### config.mk
export PLATFORM = sky130hd
export DESIGN_NAME = centroid_reducer
export DESIGN_NICKNAME = d
export VERILOG_FILES = /design/src/rtl/centroid_pkg.sv /design/src/rtl/centroid_divider.sv /design/src/rtl/centroid_ctrl.sv /design/src/rtl/centroid_datapath.sv /design/src/rtl/centroid_reducer.sv
export SDC_FILE = /design/constraint.sdc
export NUM_CORES = 1
export LEC_CHECK = 0
export BUFFER_PORTS_ARGS = -buffer_cell sky130_fd_sc_hd__buf_2
export CAP_MARGIN = 20
export CORE_MARGIN = 2
export CORE_UTILIZATION = 60
export CTS_BUF_LIST = sky130_fd_sc_hd__clkbuf_4 sky130_fd_sc_hd__clkbuf_8 sky130_fd_sc_hd__clkbuf_16
export CTS_CLUSTER_DIAMETER = 50
export DETAILED_ROUTE_END_ITERATION = 8
export GPL_TIMING_DRIVEN = 0
export PLACE_DENSITY = 0.81
export SLEW_MARGIN = 20
export SYNTH_ARGS = -nofsm -noshare
export SYNTH_HDL_FRONTEND = slang
export SYNTH_SLANG_ARGS = --single-unit
### constraint.sdc
create_clock -name clk -period 3.66 [get_ports clk]
set_clock_uncertainty 0.05 [all_clocks]
set_input_delay 0.366 -clock clk [delete_from_list [all_inputs] [get_ports clk]]
set_output_delay 0.366 -clock clk [all_outputs]
set_load 0.02 [all_outputs]
### src/rtl/centroid_pkg.sv
package centroid_pkg;
  typedef struct packed {
    logic clearAcc;
    logic accum;
    logic loadX;
    logic loadY;
    logic step;
    logic keepX;
    logic publish;
    logic zeroOut;
  } ctrl_t;

  typedef enum logic [2:0] {
    ST_IDLE, ST_SCAN, ST_PREP, ST_DIVX, ST_MIDY, ST_DIVY, ST_FIN
  } state_t;
endpackage

### src/rtl/centroid_divider.sv
// Restoring divider: one quotient bit per clock. Requires dividend < divisor * 2^QW.
module centroid_divider #(
  parameter int AREA_W = 8,
  parameter int QW = 8,
  localparam int DV_W = AREA_W + QW
) (
  input  logic              clk,
  input  logic              rstN,
  input  logic              load,
  input  logic              step,
  input  logic [DV_W-1:0]   dividend,
  input  logic [AREA_W-1:0] divisor,
  output logic [QW-1:0]     quotient
);
  logic [AREA_W-1:0] rem, dvs;
  logic [QW-1:0]     shiftReg;
  logic [AREA_W:0]   trial, diff;
  logic              fits;

  always_comb begin
    trial = {rem, shiftReg[QW-1]};
    diff  = trial - {1'b0, dvs};
    fits  = trial >= {1'b0, dvs};
  end

  always_ff @(posedge clk) begin
    if (!rstN) begin
      rem <= '0;
      dvs <= '0;
      shiftReg <= '0;
    end else if (load) begin
      rem <= dividend[DV_W-1:QW];
      shiftReg <= dividend[QW-1:0];
      dvs <= divisor;
    end else if (step) begin
      rem <= fits ? diff[AREA_W-1:0] : trial[AREA_W-1:0];
      shiftReg <= {shiftReg[QW-2:0], fits};
    end
  end

  assign quotient = shiftReg;
endmodule

### src/rtl/centroid_ctrl.sv
module centroid_ctrl
  import centroid_pkg::*;
#(
  parameter int NX = 640,
  parameter int QW = 16,
  localparam int COL_W = $clog2(NX),
  localparam int CNT_W = $clog2(QW + 1)
) (
  input  logic             clk,
  input  logic             rstN,
  input  logic             start,
  input  logic             areaZero,
  output ctrl_t            ctl,
  output logic [COL_W-1:0] colSel,
  output logic             scanning,
  output logic             done
);
  state_t state;
  logic [CNT_W-1:0] stepCnt;
  logic lastStep;

  assign lastStep = stepCnt == CNT_W'(QW - 1);
  assign scanning = state == ST_SCAN;

  always_ff @(posedge clk) begin
    if (!rstN) begin
      state <= ST_IDLE;
      colSel <= '0;
      stepCnt <= '0;
      done <= 1'b0;
    end else begin
      done <= 1'b0;
      unique case (state)
        ST_IDLE: if (start) begin
          state <= ST_SCAN;
          colSel <= '0;
        end
        ST_SCAN: if (colSel == COL_W'(NX - 1)) state <= ST_PREP;
                 else colSel <= colSel + 1'b1;
        ST_PREP: begin
          stepCnt <= '0;
          if (areaZero) begin
            state <= ST_IDLE;
            done <= 1'b1;
          end else state <= ST_DIVX;
        end
        ST_DIVX: if (lastStep) state <= ST_MIDY;
                 else stepCnt <= stepCnt + 1'b1;
        ST_MIDY: begin
          state <= ST_DIVY;
          stepCnt <= '0;
        end
        ST_DIVY: if (lastStep) state <= ST_FIN;
                 else stepCnt <= stepCnt + 1'b1;
        ST_FIN: begin
          state <= ST_IDLE;
          done <= 1'b1;
        end
        default: state <= ST_IDLE;
      endcase
    end
  end

  always_comb begin
    ctl = '0;
    ctl.clearAcc = (state == ST_IDLE) && start;
    ctl.accum    = state == ST_SCAN;
    ctl.loadX    = (state == ST_PREP) && !areaZero;
    ctl.zeroOut  = (state == ST_PREP) && areaZero;
    ctl.step     = (state == ST_DIVX) || (state == ST_DIVY);
    ctl.keepX    = state == ST_MIDY;
    ctl.loadY    = state == ST_MIDY;
    ctl.publish  = state == ST_FIN;
  end
endmodule

### src/rtl/centroid_datapath.sv
module centroid_datapath
  import centroid_pkg::*;
#(
  parameter int NX = 640,
  parameter int NY = 480,
  parameter int FRAC_BITS = 6,
  localparam int COL_W  = $clog2(NX),
  localparam int ROW_W  = $clog2(NY),
  localparam int CA_W   = $clog2(NY + 1),
  localparam int CX_W   = COL_W + CA_W,
  localparam int CY_W   = ROW_W + CA_W,
  localparam int AREA_W = $clog2(NX * NY + 1),
  localparam int SX_W   = COL_W + AREA_W,
  localparam int SY_W   = ROW_W + AREA_W,
  localparam int QX_W   = COL_W + FRAC_BITS,
  localparam int QY_W   = ROW_W + FRAC_BITS,
  localparam int QW     = (QX_W > QY_W) ? QX_W : QY_W,
  localparam int DV_W   = AREA_W + QW
) (
  input  logic              clk,
  input  logic              rstN,
  input  ctrl_t             ctl,
  input  logic [CA_W-1:0]   colArea,
  input  logic [CX_W-1:0]   colSumX,
  input  logic [CY_W-1:0]   colSumY,
  output logic              areaZero,
  output logic [AREA_W-1:0] area,
  output logic [QX_W-1:0]   centX,
  output logic [QY_W-1:0]   centY,
  output logic              noPupil
);
  logic [AREA_W-1:0] accArea;
  logic [SX_W-1:0]   accX;
  logic [SY_W-1:0]   accY;
  logic [QW-1:0]     quoX, quotient;
  logic [DV_W-1:0]   dividend;

  assign areaZero = accArea == '0;
  assign dividend = ctl.loadX ? (DV_W'(accX) << FRAC_BITS) : (DV_W'(accY) << FRAC_BITS);

  always_ff @(posedge clk) begin
    if (!rstN || ctl.clearAcc) begin
      accArea <= '0;
      accX <= '0;
      accY <= '0;
    end else if (ctl.accum) begin
      accArea <= accArea + AREA_W'(colArea);
      accX <= accX + SX_W'(colSumX);
      accY <= accY + SY_W'(colSumY);
    end
  end

  centroid_divider #(.AREA_W(AREA_W), .QW(QW)) div_i (
    .clk(clk), .rstN(rstN), .load(ctl.loadX || ctl.loadY), .step(ctl.step),
    .dividend(dividend), .divisor(accArea), .quotient(quotient)
  );

  always_ff @(posedge clk) begin
    if (!rstN) begin
      quoX <= '0;
      area <= '0;
      centX <= '0;
      centY <= '0;
      noPupil <= 1'b0;
    end else begin
      if (ctl.keepX) quoX <= quotient;
      if (ctl.publish) begin
        area <= accArea;
        centX <= quoX[QX_W-1:0];
        centY <= quotient[QY_W-1:0];
        noPupil <= 1'b0;
      end else if (ctl.zeroOut) begin
        area <= '0;
        centX <= '0;
        centY <= '0;
        noPupil <= 1'b1;
      end
    end
  end
endmodule

### src/rtl/centroid_reducer.sv
module centroid_reducer
  import centroid_pkg::*;
#(
  parameter int NX = 640,
  parameter int NY = 480,
  parameter int FRAC_BITS = 6,
  localparam int COL_W  = $clog2(NX),
  localparam int ROW_W  = $clog2(NY),
  localparam int CA_W   = $clog2(NY + 1),
  localparam int CX_W   = COL_W + CA_W,
  localparam int CY_W   = ROW_W + CA_W,
  localparam int AREA_W = $clog2(NX * NY + 1),
  localparam int QX_W   = COL_W + FRAC_BITS,
  localparam int QY_W   = ROW_W + FRAC_BITS,
  localparam int QW     = (QX_W > QY_W) ? QX_W : QY_W
) (
  input  logic              clk,
  input  logic              rstN,
  input  logic              start,
  output logic [COL_W-1:0]  colSel,
  input  logic [CA_W-1:0]   colArea,
  input  logic [CX_W-1:0]   colSumX,
  input  logic [CY_W-1:0]   colSumY,
  output logic [AREA_W-1:0] area,
  output logic [QX_W-1:0]   centX,
  output logic [QY_W-1:0]   centY,
  output logic              noPupil,
  output logic              done
);
  ctrl_t ctl;
  logic  areaZero;
  logic  scanning;

  centroid_ctrl #(.NX(NX), .QW(QW)) ctrl_i (
    .clk(clk), .rstN(rstN), .start(start), .areaZero(areaZero),
    .ctl(ctl), .colSel(colSel), .scanning(scanning), .done(done)
  );

  centroid_datapath #(.NX(NX), .NY(NY), .FRAC_BITS(FRAC_BITS)) dp_i (
    .clk(clk), .rstN(rstN), .ctl(ctl),
    .colArea(colArea), .colSumX(colSumX), .colSumY(colSumY),
    .areaZero(areaZero), .area(area), .centX(centX), .centY(centY),
    .noPupil(noPupil)
  );
endmodule

; ---- Word level (Yosys, flattened, before mapping)
; Index checks and enable logic that the tools add are counted.
[totals]
mem_bits_rw = 0
inputBits = 49
regBits = 216
rom_bits = 0
mem_count = 0
out_inout_bits = 62
latch_bits = 0
elab_cells = 82
[op_classes]
muxes = 25
n_lt_le_gt_ge = 1
shift = 0
n_eq_ne = 14
reduce_logical = 20
add_sub_neg = 6
n_mul = 0
div = 0
bitwise = 1
[op_table]
columns = operator, n
row1 = 2-to-1 mux 19 bit, 5
row2 = 2-to-1 mux 16 bit, 4
row3 = 2-to-1 mux 35 bit, 1
row4 = 2-to-1 mux 15 bit, 2
row5 = adder 29 x 19 -> 29 bit, 1
row6 = adder 28 x 18 -> 28 bit, 1
row7 = >= comparator 20 x 19 -> 1 bit, 1
row8 = 2-to-1 mux 10 bit, 2
row9 = one-hot mux 10 bit (2 select lines), 1
row10 = adder 19 x 9 -> 19 bit, 1
row11 = logical NOT 19 bit, 1
row12 = subtractor 19 bit, 1
row13 = one-hot mux 3 bit (6 select lines), 1
row14 = 2-to-1 mux 3 bit, 4
row15 = adder 10 x 1 -> 10 bit (second input constant), 1
row16 = == test 10 bit (second input constant), 1
row17 = one-hot mux 5 bit (2 select lines), 1
row18 = == test 3 bit (second input constant), 3
row19 = inequality test 2 bit (second input constant), 4
row20 = nonzero test 2 bit, 4
row21 = == test 3 x 2 -> 1 bit (second input constant), 2
row22 = OR reduction 2 bit, 3
row23 = adder 5 x 1 -> 5 bit (second input constant), 1
row24 = == test 5 x 4 -> 1 bit (second input constant), 1
row25 = other kinds (14), 20

; ---- Logic depth before layout (Yosys ltp)
; Gate-level depths: netlist of run 1.
[depth]
ltp_word = 5
depth_mapped = 12
mapped_depth_nobuf = 11

; ---- By module
; A second synthesis of run 1 with hierarchy kept.
[hier_totals]
hier_cells = 1566
area_unflattened_um2 = 12959.9
[by_module_without_submodules]
columns = module, area_per_inst_um2, seq_area_each_um2, n_inst, cells_per_inst
row1 = centroid_datapath, 8351.8, 2862.7, 1, 985
row2 = centroid_divider, 3484.6, 1081.0, 1, 449
row3 = centroid_ctrl, 1123.6, 380.4, 1, 132

; ---- Worst setup path before layout of run 1
; No wires, ideal clock.
[synth_path]
kind = register to register
start = register dp_i.div_i.shiftReg[15] (netlist: dp_i.div_i.quotient[15])
end = register dp_i.div_i.rem[0]
path_slack_ps = 1075
setup_ps = 67
synth_period_minus_slack_ps = 2585
required_time_ps = 3543
path_stages_with_launch = 12
path_buffers = 0
arrival_time_ps = 2468
cell_sequence = dfxtp_1 -> inv_1 -> ha_1 -> fa_1 -> nor2b_4 -> o31a_1 -> or2_1 -> o2111a_2 -> o31ai_4 -> nand2_4 -> mux2_4 -> a21oi_2
[synth_via]
elab_chain_cells = 4
elab_cells_between_ends = 5
classes_between = 1 x add/sub / 1 x order compare / 3 x mux
[synth_rtl]
columns = item, line
row1 = start: declaration, centroid_divider.sv:16  ; logic [QW-1:0] shiftReg;
row2 = start signal: assignment, centroid_divider.sv:33  ; shiftReg <= dividend[QW-1:0];
row3 = start signal: assignment, centroid_divider.sv:37  ; shiftReg <= {shiftReg[QW-2:0], fits};
row4 = subtractor 19 bit / >= comparator 20 x 19 -> 1 bit (equally long branches), "centroid_divider.sv:22, centroid_divider.sv:23"
row5 = 2-to-1 mux 19 bit *, centroid_divider.sv:36  ; rem <= fits ? diff[AREA_W-1:0] : trial[AREA_W-1:0];
row6 = 2-to-1 mux 19 bit *, centroid_divider.sv:35  ; end else if (step) begin
row7 = 2-to-1 mux 19 bit *, centroid_divider.sv:31  ; end else if (load) begin
row8 = end signal: assignment, centroid_divider.sv:32  ; rem <= dividend[DV_W-1:QW];
row9 = end signal: assignment, centroid_divider.sv:36
row10 = end: declaration, centroid_divider.sv:15  ; logic [AREA_W-1:0] rem, dvs;
; Every way passes the cells marked *; elsewhere a longest branch is shown, timed or not. The select of a mux whose other input is x is not followed.
; A chain may end at the register's enable or synchronous reset.

; ---- Worst setup path in the final report of run 1
[layout_path]
start = register dp_i.accX[0]
end = register dp_i.accX[28]
[layout_via]
elab_chain_cells = 1
[layout_rtl]
columns = item, line
row1 = start: declaration, centroid_datapath.sv:33  ; logic [SX_W-1:0] accX;
row2 = start signal: assignment, centroid_datapath.sv:48  ; accX <= accX + SX_W'(colSumX);
row3 = adder 29 x 19 -> 29 bit, centroid_datapath.sv:48
; Every way passes these cells.

==> results of run 1 <==
-- area by class of cell --
| cell class | instances | share of cell area (%) |
|---|---|---|
| plain buffers | 73 | 2.19 |
| clock buffers | 34 | 5.32 |
| clock inverters | 7 | 0.788 |
| inverters | 36 | 1.00 |
| multi-input cells | 1087 | 52.1 |
| flip-flops and latches | 216 | 32.1 |
| well taps | 265 | 2.46 |
| repair buffers | 109 | 4.04 |
-- power breakdown --
part,switching [mW],total (mW),internal [mW]
logic,1.68,2.78,1.09
clock network,0.989,2.50,1.52
registers,0.137,2.61,2.47
total,2.81,7.89,5.08
-- worst max-delay path by stage --
stage                        endpoint  slack [ps]
detailed placement      dp_i.accX[28]         430
global placement        dp_i.accX[28]         460
global route            dp_i.accX[28]         220
CTS                     dp_i.accX[28]         540
finish                  dp_i.accX[28]         530
floorplan           dp_i.div_i.rem[0]        1080
-- metrics by stage --
stage          setup WS, ps  total power [mW]
3_3_place_gp            461              5.29
2_1_floorplan          1080              4.67
4_1_cts                 536              7.81
5_1_grt                 223              8.21
6_report                526              7.89
3_5_place_dp            434              5.32
-- worst max-delay path, cell delays in order, from the launching register on --
cell      delay, ps
dfxtp_1         350
ha_1            240
fa_1            430
a211oi_1        280
o21ai_1         170
nand3_1         160
a21o_1          200
a21oi_1         130
a31oi_1         670
o21ai_0         210
a21oi_1         150
-- Yosys cell counts (11+ instances only) --
master / n
xnor2_1: 39
a22oi_1: 52
o21a_1: 20
a21o_1: 18
o21ai_0: 41
o221ai_1: 15
a22o_1: 11
nand2_1: 199
nand4_1: 14
nand3_1: 39
nor3_1: 16
o211ai_1: 12
or3_1: 20
a21boi_1: 49
and2_1: 15
o21ai_1: 13
and3_1: 11
nand2b_1: 11
a211oi_1: 15
nor2_1: 79
xor2_1: 24
dfxtp_1: 216
ha_1: 68
mux2i_1: 12
inv_1: 36
nor2b_1: 53
clkbuf_1: 55
a21oi_1: 124
-- registers in the layout, indices dropped and copies added, names as in the netlist --
register,cells
ctrl_i.colSel,10
ctrl_i.done,1
ctrl_i.state,3
ctrl_i.stepCnt,5
dp_i.accArea,19
dp_i.accX,29
dp_i.accY,28
dp_i.area,19
dp_i.centX,16
dp_i.centY,15
dp_i.div_i.dvs,19
dp_i.div_i.quotient,16
dp_i.div_i.rem,19
dp_i.noPupil,1
dp_i.quoX,16
-- cell usage in the layout (no fill, tap or decap), drive strengths merged, types with 4 or more instances in the layout --
master,n
or3,20
xnor2,39
and2,15
a21o,18
buf,127
a22o,11
nand2,200
xor2,24
nand2b,12
dfxtp,216
mux2i,12
o31ai,4
o21bai,8
nor2,81
clkbuf,89
fa,4
and3,12
nor3,16
a31oi,10
o21ai,55
a211oi,16
inv,38
or2,7
ha,68
a222oi,10
nor4,7
o221ai,15
nor2b,54
a211o,5
o211ai,12
a21oi,126
nand3,39
nor3b,4
o21a,20
nand4,14
a21boi,57
a22oi,52
-- routing by layer --
| layer | share of wire, % | track usage, % | vias up | routed length (um) |
|---|---|---|---|---|
| met3 | 7.4 | 4.14 | 106 | 2510 |
| met5 | 0 | 0 | - | 0 |
| met2 | 45 | 51.7 | 493 | 15300 |
| li1 | - | - | 5357 | - |
| met1 | 43 | 43.0 | 5235 | 14600 |
| met4 | 4.1 | 12.3 | 0 | 1370 |
-- cells by family (layout without fill, tap and decap cells) --
kind of cell | Yosys count | after routing | share of synthesized area, %
xor+xnor | 63 | 63 | 4.68
flops | 216 | 216 | 36.7
mux | 14 | 14 | 1.27
fa+ha+maj | 72 | 72 | 7.90
simple gates | 493 | 493 | 20.2
compound gates | 445 | 445 | 25.6
buf+inv | 109 | 259 | 3.65
==> impl_metrics.env, run 1 <==
export IMPL_viasPerCell=6.13
export IMPL_avgSynthCellArea_um2=8.35
export IMPL_synthesis_area_um2=11800
export IMPL_cp_end_kind="register"
export IMPL_worst_setup_path_start_kind="register"
export IMPL_grt_pass1_vias=10186
export IMPL_crit_type="reg2reg"
export IMPL_synth_seq_cells=216
export IMPL_hold_end="dp_i.accX[0]"
export IMPL_final_hold_viol_count=0
export IMPL_worstPathArrival_ps=3540
export IMPL_r2r_setup_slack_ps=530
export IMPL_clk_insertion_delay_late_ps=540
export IMPL_yosys_top_cells_area="dfxtp_1, ha_1, nand2_1, a21oi_1, a22oi_1"
export IMPL_worst_r2r_path_depth=10
export IMPL_cp_max_fo=10
export IMPL_cts_resized=0
export IMPL_cts_buffers=25
export IMPL_finish_utilization_pct=69.5
export IMPL_clk_pin_slew_ps=60
export IMPL_timing_fmax_mhz=319
export IMPL_setup_viol=0
export IMPL_async_reset_ff_share_pct=0
export IMPL_nFillCells=1584
export IMPL_fin_crit_ps=3130
export IMPL_cts_root_buf="clkbuf_16"
export IMPL_final_cells=1827
export IMPL_port_buffers=109
export IMPL_antennaDiodeCount=0
export IMPL_regArea_um2=4320
export IMPL_place_area_um2=12700
export IMPL_syn2layout_area_growth_pct=14.5
export IMPL_worstMarginPinSlew_ps=984
export IMPL_clockBufferDepth=3
export IMPL_routed_wl_um=33800
export IMPL_cts_tree="yes"
export IMPL_whs_path_depth=4
export IMPL_wl_per_cell_um=18.5
export IMPL_synth_largest_area_cell="dfxtp_1"
export IMPL_tns_ps=0
export IMPL_die_w_um=144
export IMPL_hold_slack_ps=178
export IMPL_cts_sinks=216
export IMPL_dieArea_um2=20800
export IMPL_min_from="colSumX[0]"
export IMPL_synth_cell_type_count=77
export IMPL_ys_warn_count=0
export IMPL_startpoint="dp_i.accX[0]"
export IMPL_drv_cap=0
export IMPL_fp_coreArea_um2=19400
export IMPL_track_usage_pct=31.7
export IMPL_drt_iter0_drc=935
export IMPL_maxSlewViolCount=0
export IMPL_rsz0062_at_grt="no"
export IMPL_synthCells=1412
export IMPL_start_util_pct=60.7
export IMPL_drtAntennaViolNets=0
export IMPL_antenna_found_initial=0
export IMPL_firstDrtPassIters=8
export IMPL_status="finished, final reports clean"
export IMPL_cts_setup_buffers=0
export IMPL_p_leak_nw=5.37
export IMPL_synth_flop_cell="dfxtp_1"
export IMPL_num_vias=11191
export IMPL_die_y_um=144
export IMPL_htree_levels=1
export IMPL_dp_hpwl_um=25100
export IMPL_io_pins=111
export IMPL_num_rows=51
export IMPL_fin_crit_sh_pct=85.6
export IMPL_slew_headroom_pct=34.4
export IMPL_nets=1669
export IMPL_grt_pass1_wl_um=52300
export IMPL_grt_max_degree=14
export IMPL_cts_hold_buf=0
export IMPL_place_gp_congestion=0.949
export IMPL_drive_gt1_share_pct=11.5
export IMPL_yosysSeqAreaShare_pct=36.7
export IMPL_rr_endpoint="dp_i.accX[28]"
export IMPL_placed_cells=1786
export IMPL_worstHoldPathType="in2reg"
export IMPL_synth_edf_count=0
export IMPL_synth_top_area_share_pct=36.7
export IMPL_critical_path_required_ps=4060
export IMPL_r2r_start="dp_i.accX[0]"
export IMPL_ir_worst_vdd_mv=0.389
export IMPL_drc_errors=0
export IMPL_grt_overflow_total=0
export IMPL_syn_nets=1533
export IMPL_power_density_nw_per_um2=585
export IMPL_multi_input_area_um2=7030
export IMPL_fin_area_um2=13500
Power figures use the tool's default switching activity.
==> run 2, diff against run 1 <==
--- a/config.mk
+++ b/config.mk
@@ -14,6 +14,7 @@
 export DETAILED_ROUTE_END_ITERATION = 8
 export GPL_TIMING_DRIVEN = 0
 export PLACE_DENSITY = 0.81
+export REMOVE_ABC_BUFFERS = 1
 export SLEW_MARGIN = 20
 export SYNTH_ARGS = -nofsm -noshare
 export SYNTH_HDL_FRONTEND = slang
==> impl_metrics.env, run 2 (synthesized netlist as in run 1, its figures left out) <==
export IMPL_cts_hold_buf=0
export IMPL_slew_headroom_pct=25.2
export IMPL_crit_type="reg2reg"
export IMPL_cp_end_kind="register"
export IMPL_fin_crit_sh_pct=92.4
export IMPL_grt_max_degree=77
export IMPL_cts_root_buf="clkbuf_16"
export IMPL_io_pins=111
export IMPL_power_density_nw_per_um2=592
export IMPL_nets=1610
export IMPL_syn2layout_area_growth_pct=15.2
export IMPL_r2r_start="dp_i.accArea[10]"
export IMPL_cts_setup_buffers=0
export IMPL_fin_crit_ps=3380
export IMPL_ir_worst_vdd_mv=0.561
export IMPL_tns_ps=0
export IMPL_cts_sinks=216
export IMPL_drv_cap=0
export IMPL_grt_pass1_vias=9835
export IMPL_worstMarginPinSlew_ps=1120
export IMPL_dieArea_um2=20800
export IMPL_antenna_found_initial=0
export IMPL_worst_r2r_path_depth=8
export IMPL_setup_viol=0
export IMPL_timing_fmax_mhz=296
export IMPL_clockBufferDepth=3
export IMPL_port_buffers=110
export IMPL_layout_common_cells="dfxtp_1, nand2_1, a21oi_1"
export IMPL_grt_pass1_wl_um=47800
export IMPL_fp_coreArea_um2=19400
export IMPL_htree_levels=1
export IMPL_drc_errors=0
export IMPL_total_power_mw=8.03
export IMPL_cts_tree="yes"
export IMPL_status="finished, final reports clean"
export IMPL_cts_buffers=25
export IMPL_hold_slack_ps=176
export IMPL_cp_max_fo=28
export IMPL_largestRegisters="dp_i.accX: 29 flops, dp_i.accY: 28 flops"
export IMPL_num_vias=10733
export IMPL_largest_reg_flops=29
export IMPL_rr_endpoint="dp_i.div_i.rem[17]"
export IMPL_drtAntennaViolNets=0
export IMPL_clk_pin_slew_ps=60
export IMPL_r2r_setup_slack_ps=280
export IMPL_drt_iter0_drc=782
export IMPL_critical_path_required_ps=4020
export IMPL_start_util_pct=60.7
export IMPL_die_w_um=144
export IMPL_worstPathArrival_ps=3740
export IMPL_final_common_cell="dfxtp_1"
export IMPL_regMostFlops="dp_i.accX"
export IMPL_clk_insertion_delay_late_ps=530
export IMPL_placed_cells=1726
export IMPL_firstDrtPassIters=9
export IMPL_final_cells=1773
export IMPL_routed_wl_um=29700
export IMPL_timing_critical_path_to="dp_i.div_i.rem[17]"
export IMPL_maxSlewViolCount=0
export IMPL_dp_hpwl_um=20100
export IMPL_final_hold_viol_count=0
export IMPL_p_leak_nw=5.42
export IMPL_drive_gt1_share_pct=13.2
export IMPL_nFillCells=1584
export IMPL_rsz0062_at_grt="no"
export IMPL_viasPerCell=6.05
export IMPL_die_y_um=144
export IMPL_track_usage_pct=28.1
export IMPL_grt_overflow_total=0
export IMPL_place_gp_congestion=0.926
export IMPL_worstHoldPathType="in2reg"
export IMPL_wl_per_cell_um=16.8
export IMPL_num_rows=51
export IMPL_startpoint="dp_i.accArea[10]"
export IMPL_antennaDiodeCount=0
export IMPL_worst_setup_path_start_kind="register"
## run 2: cell type report
class	count	area (um2)	area share [%]
tap	265	332	2.44
timing repair buffer	122	763	5.62
clock inverter	13	240	1.77
clock buffer	33	704	5.19
inverter	36	135	0.996
sequential	216	4320	31.9
multi-input combinational	1088	7070	52.1
## run 2: critical path: stages (launching register included)
cell and delay, ps:
dfxtp_1 380, nor4_1 370, nand2_1 180, o31a_2 580, nor2_4 640, nand2_2 420
o21a_1 350, o2111ai_1 150, nand3_1 130
## run 2: what timing repair did
action,in CTS,in global routing
pin swaps,1,0
endpoints found under the setup margin,18,1
hold endpoints to repair,0,0
gates cloned,1,0
resized for setup,0,1
## run 2: per-stage QoR
stage	util, %	instance area (um2)	setup WS (ps)
after floorplan	-	11500	-2120
after global placement	63.8	12400	-6810
after detailed placement	65.0	12600	-281
after CTS	69.9	13600	141
after global routing	70.0	13600	133
final	70.0	13600	279
## run 2: how the worst min path moves through the flow
stage                     cells after the start                  to               start  slack, ps
final                                         4     dp_i.accArea[0]          colArea[0]        180
after CTS                                     4        dp_i.accY[0]          colSumY[0]        180
after detailed placement                      2   dp_i.div_i.dvs[9]   dp_i.div_i.dvs[9]        390
after floorplan                               2  dp_i.div_i.dvs[18]  dp_i.div_i.dvs[18]        380
after global routing                          4        dp_i.accX[0]          colSumX[0]        210
after global placement                        2  dp_i.div_i.dvs[11]  dp_i.div_i.dvs[11]        390
## run 2: per-layer routing
layer | wire length, um | global-route usage, % | up-vias
met1 | 13300 | 37.5 | 5123
met4 | 742 | 7.92 | 0
met5 | 0 | 0 | -
met3 | 1670 | 4.70 | 56
li1 | - | - | 5267
met2 | 14000 | 47.1 | 287
## run 2: where the power goes
| group | internal [mW] | leakage, nW | switching, mW |
|---|---|---|---|
| Clock | 1.79 | 0.462 | 1.03 |
| Combinational | 1.05 | 3.22 | 1.56 |
| Sequential | 2.47 | 1.74 | 0.124 |
